`config.mk`:
```
export PLATFORM = sky130hd
export DESIGN_NAME = hz_ctrl_unit
export DESIGN_NICKNAME = d
export VERILOG_FILES = /design/src/rtl/hz_pkg.sv /design/src/rtl/hz_detect.sv /design/src/rtl/hz_resolve.sv /design/src/rtl/hz_pipe_reg.sv /design/src/rtl/hz_ctrl_unit.sv
export SDC_FILE = /design/constraint.sdc
export NUM_CORES = 1
export LEC_CHECK = 0
export BUFFER_PORTS_ARGS = -buffer_cell sky130_fd_sc_hd__buf_4
export CAP_MARGIN = 20
export CELL_PAD_IN_SITES_DETAIL_PLACEMENT = 0
export CELL_PAD_IN_SITES_GLOBAL_PLACEMENT = 2
export CORE_MARGIN = 2
export CORE_UTILIZATION = 23
export CTS_BUF_LIST = sky130_fd_sc_hd__clkbuf_8
export DETAILED_ROUTE_END_ITERATION = 10
export HOLD_SLACK_MARGIN = 0.06
export PLACE_DENSITY_LB_ADDON = 0.1
export SYNTH_ARGS = -nofsm -noshare
export SYNTH_HDL_FRONTEND = slang
export SYNTH_SLANG_ARGS = --single-unit
```
`constraint.sdc`:
```
create_clock -name clk -period 1.7 [get_ports clk]
set_input_delay 0.085 -clock clk [delete_from_list [all_inputs] [get_ports clk]]
set_output_delay 0.085 -clock clk [all_outputs]
set_load 0.01 [all_outputs]
```
`src/rtl/hz_pkg.sv`:
```
package hz_pkg;
  parameter int OPC_W = 4;
  parameter int REG_W = 4;
  parameter int NSTG  = 5;

  localparam logic [OPC_W-1:0] OP_LOAD = OPC_W'(5);
  localparam logic [OPC_W-1:0] OP_JUMP = OPC_W'(7);
  localparam logic [OPC_W-1:0] OP_RET  = OPC_W'(9);
  localparam logic [OPC_W-1:0] OP_POP  = OPC_W'(11);
  localparam logic [REG_W-1:0] REG_NONE = REG_W'(8);

  typedef enum int unsigned {
    STG_F = 0,
    STG_D = 1,
    STG_E = 2,
    STG_M = 3,
    STG_W = 4
  } stage_e;

  typedef struct packed {
    logic load_use;
    logic mispredict;
    logic ret_pending;
  } hazard_t;
endpackage

```
`src/rtl/hz_detect.sv`:
```
module hz_detect
  import hz_pkg::*;
(
  input  logic [OPC_W-1:0] d_icode,
  input  logic [OPC_W-1:0] e_icode,
  input  logic [OPC_W-1:0] m_icode,
  input  logic [REG_W-1:0] e_dst_mem,
  input  logic [REG_W-1:0] d_src_a,
  input  logic [REG_W-1:0] d_src_b,
  input  logic             e_taken,
  output hazard_t          haz
);
  logic e_is_load;
  logic dst_valid;
  logic dst_match;

  always_comb begin
    e_is_load = (e_icode == OP_LOAD) || (e_icode == OP_POP);
    dst_valid = (e_dst_mem != REG_NONE);
    dst_match = (e_dst_mem == d_src_a) || (e_dst_mem == d_src_b);
    haz.load_use    = e_is_load && dst_valid && dst_match;
    haz.mispredict  = (e_icode == OP_JUMP) && !e_taken;
    haz.ret_pending = (d_icode == OP_RET) || (e_icode == OP_RET) ||
                      (m_icode == OP_RET);
  end
endmodule

```
`src/rtl/hz_resolve.sv`:
```
module hz_resolve
  import hz_pkg::*;
(
  input  hazard_t         haz,
  output logic [NSTG-1:0] stall,
  output logic [NSTG-1:0] bubble
);
  always_comb begin
    stall  = '0;
    bubble = '0;
    // fetch holds for a load that is consumed now or a return in flight
    stall[STG_F]  = haz.load_use || haz.ret_pending;
    // decode holds the consumer; the load/use case outranks the return bubble
    stall[STG_D]  = haz.load_use;
    bubble[STG_D] = haz.mispredict || (haz.ret_pending && !haz.load_use);
    // execute gets a no-op behind a load or a cancelled path
    bubble[STG_E] = haz.mispredict || haz.load_use;
  end
endmodule

```
`src/rtl/hz_pipe_reg.sv`:
```
module hz_pipe_reg #(
  parameter int                 W       = 8,
  parameter logic [W-1:0]       NOP_VAL = '0
) (
  input  logic         clk,
  input  logic         rst_n,
  input  logic         stall,
  input  logic         bubble,
  input  logic [W-1:0] d,
  output logic [W-1:0] q
);
  logic         en;
  logic [W-1:0] q_nxt;

  always_comb begin
    en    = bubble || !stall;
    q_nxt = bubble ? NOP_VAL : d;
  end

  always_ff @(posedge clk or negedge rst_n) begin
    if (!rst_n) begin
      q <= NOP_VAL;
    end else if (en) begin
      q <= q_nxt;
    end
  end
endmodule

```
`src/rtl/hz_ctrl_unit.sv`:
```
module hz_ctrl_unit
  import hz_pkg::*;
#(
  parameter int TAG_W = 8
) (
  input  logic                  clk,
  input  logic                  rst_n,
  input  logic [OPC_W-1:0]      d_icode,
  input  logic [OPC_W-1:0]      e_icode,
  input  logic [OPC_W-1:0]      m_icode,
  input  logic [REG_W-1:0]      e_dst_mem,
  input  logic [REG_W-1:0]      d_src_a,
  input  logic [REG_W-1:0]      d_src_b,
  input  logic                  e_taken,
  input  logic [NSTG*TAG_W-1:0] stage_in,
  output logic [NSTG-1:0]       stall,
  output logic [NSTG-1:0]       bubble,
  output logic [NSTG*TAG_W-1:0] stage_q
);
  hazard_t haz;

  hz_detect u_det (
    .d_icode   (d_icode),
    .e_icode   (e_icode),
    .m_icode   (m_icode),
    .e_dst_mem (e_dst_mem),
    .d_src_a   (d_src_a),
    .d_src_b   (d_src_b),
    .e_taken   (e_taken),
    .haz       (haz)
  );

  hz_resolve u_res (
    .haz    (haz),
    .stall  (stall),
    .bubble (bubble)
  );

  for (genvar k = 0; k < NSTG; k++) begin : g_stage
    hz_pipe_reg #(
      .W       (TAG_W),
      .NOP_VAL ('0)
    ) u_reg (
      .clk    (clk),
      .rst_n  (rst_n),
      .stall  (stall[k]),
      .bubble (bubble[k]),
      .d      (stage_in[k*TAG_W +: TAG_W]),
      .q      (stage_q[k*TAG_W +: TAG_W])
    );
  end
endmodule

```
**After elaboration in Yosys (flattened, before gate mapping)**

Index checks and enable logic that the tools add are counted.

- Input port bits: 67
- Output and inout bits: 50
- Logic and storage cells: 30
- Register bits after elaboration: 40

- Reduce and logical (&&, ||, !) cells: 14
- Equality and inequality tests: 9
- Multiplexer cells: 2

Operator list:

| operator | number |
|---|---|
| 4-bit == test (second input constant) | 4 |
| 8-bit two-way mux | 2 |
| 4-bit by 3-bit == test with 1-bit output (second input constant) | 2 |
| 4-bit == test | 2 |
| 1-bit logical OR | 8 |
| 1-bit logical AND | 4 |
| 4-bit inequality test (second input constant) | 1 |
| 1-bit logical NOT | 2 |

**Longest topological paths before layout**

- Word-level depth: 8
- Depth in mapped cells: 7
- Depth with buffers taken out: 5

**Modules after synthesis**

From an unflattened synthesis, not the netlist that was laid out.

- Cells, all modules: 163
- Area total of the unflattened synthesis: 1884.3 um^2

Modules (own cells, without submodules):

| module | sequential area each (um^2) | instances | area each (um^2) | cells an instance |
|---|---|---|---|---|
| hz_pipe_reg | 200.2 | 5 | 325.3 | 26 |
| hz_detect | 0.0 | 1 | 177.7 | 21 |
| hz_resolve | 0.0 | 1 | 80.1 | 12 |

**Least setup slack after synthesis**

Ideal clock, no wire load.

- Kind: input to register
- From: input d_icode[2]
- To: register g_stage[0].u_reg.q[0]
- Buffers on the path: 1
- Setup time: 125 ps
- Required time: 1575 ps
- Stages on the path: 5
- Setup slack: 295 ps
- Data arrival time: 1280 ps
- Cell sequence: and4bb_1 > or3_4 > or2_1 > buf_6 > mux2_4

- Longest elaborated chain between the ends: 4

Ends and longest elaborated chain:

| element | line | source |
|---|---|---|
| from (decl) | hz_ctrl_unit.sv:8 | `input logic [OPC_W-1:0] d_icode,` |
| 4-bit == test | hz_detect.sv:23 | `haz.ret_pending = (d_icode == OP_RET) \|\| (e_icode == OP_RET) \|\|` |
| 1-bit logical OR (2 in a row) | hz_detect.sv:23 |  |
| 1-bit logical OR | hz_resolve.sv:12 | `stall[STG_F] = haz.load_use \|\| haz.ret_pending;` |
| named net g_stage[0].u_reg.stall | hz_pipe_reg.sv:7 | `input logic stall,` |
| to (signal assigned) | hz_pipe_reg.sv:24 | `q <= q_nxt;` |
| to (decl) | hz_pipe_reg.sv:10 | `output logic [W-1:0] q` |

The timed path passes the listed nets, and every way through them passes these cells.
A chain may end at the register's enable or synchronous reset.

**Worst setup path after layout**

- From: input e_dst_mem[0]
- To: output stall[0]

- Longest elaborated chain between the ends: 4
- Elaborated cells between the ends (all ways): 7
- Classes of those cells: 3 x eq/ne; 4 x reduce/logical

Ends and longest elaborated chain:

| element | line | source |
|---|---|---|
| from (decl) | hz_ctrl_unit.sv:11 | `input logic [REG_W-1:0] e_dst_mem,` |
| 4-bit inequality test / 4-bit == test (equally long branches) | hz_detect.sv:19, hz_detect.sv:20 |  |
| 1-bit logical AND / 1-bit logical OR (equally long branches) | hz_detect.sv:21, hz_detect.sv:20 |  |
| 1-bit logical AND (*) | hz_detect.sv:21 | `haz.load_use = e_is_load && dst_valid && dst_match;` |
| 1-bit logical OR (*) | hz_resolve.sv:12 |  |
| to (decl) | hz_ctrl_unit.sv:16 | `output logic [NSTG-1:0] stall,` |

Mark *: on every way between the ends. The rest lies on a longest branch, timed or not.

==> out/results.ini <==
[logic_synthesis]
synth_cell_types=24
synthTopCellsByCount=40 x dfrtp_1, 16 x nand2_1, 10 x buf_4
synth.avg_cell_area_um2=13.17
ys_async_sr_fraction_pct=100.0
synth-seq-area-share_pct=63.34
synth.cell_area_um2=1580
synth.area.top_cells=dfrtp_1 63%, mux2_4 7.6%, buf_4 4.8%, xnor2_1 4.4%, nand2_1 3.8%
synthFlopType=dfrtp_1
syn_inst=120
yosys.area.top_type_share_pct=63.34
synth_top_cell_by_area=dfrtp_1
synth_enable_flop_cells=0
ys_ff_latch=40
ys_warn_count=0
yosysMostFrequentCell=dfrtp_1

[pwr]
p_leak_nw=1.440
vdd_ir_drop_max_uv=325.5
p_per_area_nw_per_um2=733.9
finalPower_mw=2.153

[timing]
min_period_over_period_pct=90.39
clock-skew-final_ps=0
fmax_mhz=650.8
timing.final.hold_violations=0
totalNegativeSetupSlack_ps=0
worst_slew_pin_slew_ps=544.9
finalMaxSlewViolations=0
whs_ps=59.74
timing.slew.headroom_pct=63.67
rsz0062_at_grt=false
setup_violations=0
period_needed_ps=1537

[layout]
reg_top3=g_stage.u_reg.q x40
fin_util_pct=43.67
largest_register=g_stage.u_reg.q
stdcell_count=351
antennaDiodeCount=0
n_fill_cell=623
nets=337
syn_to_final_growth_pct=85.67
drive_above_1_share_pct=49.08
largest_register_ffs=40

[critical_path]
reg2reg_to=g_stage[0].u_reg.q[6]$_DFFE_PN0N_
rrSetupSlack_ps=920
cp.required_ps=1620
critPathArrivalTime_ps=1450
crit_path_start_kind=input port
timing.rr.start=g_stage[0].u_reg.q[6]$_DFFE_PN0N_
crit_type=in2out
end_kind=output port
worstPathMaxFanout=9
r2r_cells=1

[route]
via_per_inst=4.028
vias=1414
drt_wl_total_um=4372
drc=0
ant_nets=0
dr.pass1.iters=4
wl_per_cell_um=12.46
drt_iter0_markers=16

[global_routing]
grt_pass1_wl_um=6417
grt_pass1_vias=1392
grt_max_degree=41
track_usage_pct=11.08
overflow=0
antenna_found_initial=0

[cts]
cts_sinks=40
htreeDepth=2
clk_latency_ps=290
ctsLongestPathBuffers=2
cts_tree=yes
cts_inserted_buffers=5
clk_pin_slew_worst_paths_ps=80
cts_root_buf=clkbuf_8

[place]
portBuffers=110
dp_cells=304
gp_congestion=0.6732

[hold_path]
min_path_cells=3
hp-start=stage_in[14]
hold_path.class=in2reg
hold_end=g_stage[1].u_reg.q[6]$_DFFE_PN0P_

[flow_run]
cap_violations=0

[floorplanning]
die_y_um=86.89
die_w_um=86.89
rows=30
core-area_um2=6719
pin_count=117
start_util_pct=23.52
die_area_um2=7550

[run_status]
status=completed

final cells by class:
class                      instances  area, µm²  share of cell area (%)
clock buffer                       5      68.82                   2.345
inverter                           2      7.507                  0.2559
tap                               80      100.1                   3.412
sequential                        40       1001                   34.12
multi-input combinational         70      506.7                   17.27
timing repair buffer             151       1231                   41.96
clock inverter                     3      18.77                  0.6397
critical path, stage by stage:
cell      delay, ps
buf_4           130
xnor2_1         160
nand4_1         130
a211oi_2        250
or2_1           480
buf_4           220
report_power, final:
part / switching [mW] / total, mW / internal (mW)
Clock: 0.328 / 0.614 / 0.286
Sequential: 0.0289 / 1.05 / 1.02
Combinational: 0.184 / 0.493 / 0.309
worst max-delay path by stage:
stage / to / startpoint / slack (ps)
after CTS: bubble[2] / e_dst_mem[1] / 70
after detailed placement: g_stage[0].u_reg.q[6]$_DFFE_PN0N_ / e_dst_mem[1] / -10
after global placement: g_stage[0].u_reg.q[2]$_DFFE_PN0N_ / e_dst_mem[1] / 50
after floorplan: g_stage[0].u_reg.q[0]$_DFFE_PN0N_ / d_icode[2] / 290
final: stall[0] / e_dst_mem[0] / 160
after global routing: stall[0] / e_dst_mem[1] / 50
layout by cell type, fill, tap and decap left out, types with 2 or more instances in the layout:
| master | synthesis | routed |
|---|---|---|
| buf_4 | 10 | 112 |
| dfrtp_1 | 40 | 40 |
| dlygate4sd3_1 | 0 | 39 |
| nand2_1 | 16 | 16 |
| xnor2_1 | 8 | 8 |
| and2_1 | 8 | 8 |
| mux2_4 | 8 | 8 |
| o21ai_0 | 8 | 8 |
| conb_1 | 1 | 6 |
| clkbuf_8 | 0 | 5 |
| nor2_1 | 3 | 3 |
| nand4_1 | 2 | 2 |
| inv_1 | 2 | 2 |
| clkinv_2 | 0 | 2 |
cell families (layout without fill, tap and decap cells):
group,Yosys count,in the layout,share of synthesized area (%)
xor gates and xnor gates,8,8,4.434
AOI/OAI and AO/OA,13,13,5.464
DFF,40,40,63.34
other,1,6,0.2373
and+or+nand+nor,35,35,12.35
muxes,8,8,7.601
buffers and inverters,15,161,6.572
routing by layer:
layer,vias to the layer above,track usage (%),share of wire [%]
li1,682,-,-
met1,650,12.96,41
met2,80,19.71,52
met3,2,2.654,6.8
met4,0,3.835,0.75
met5,-,0,0
what timing repair did:
action / in CTS / in global routing
setup endpoints to repair: 0 / 1
hold buffers: 38 / 1
resized for setup: 0 / 1
endpoints found under the hold margin: 77 / 1
setup buffers: 0 / 0
stage by stage:
step	instance area, µm²	setup WS (ps)
detailed placement	2449	-10.05
global placement	2449	54.67
CTS	2917	69.19
finish	2934	163.4
floorplan	1599	294.6
global route	2934	48.08
(Power assumes the default switching activity.)
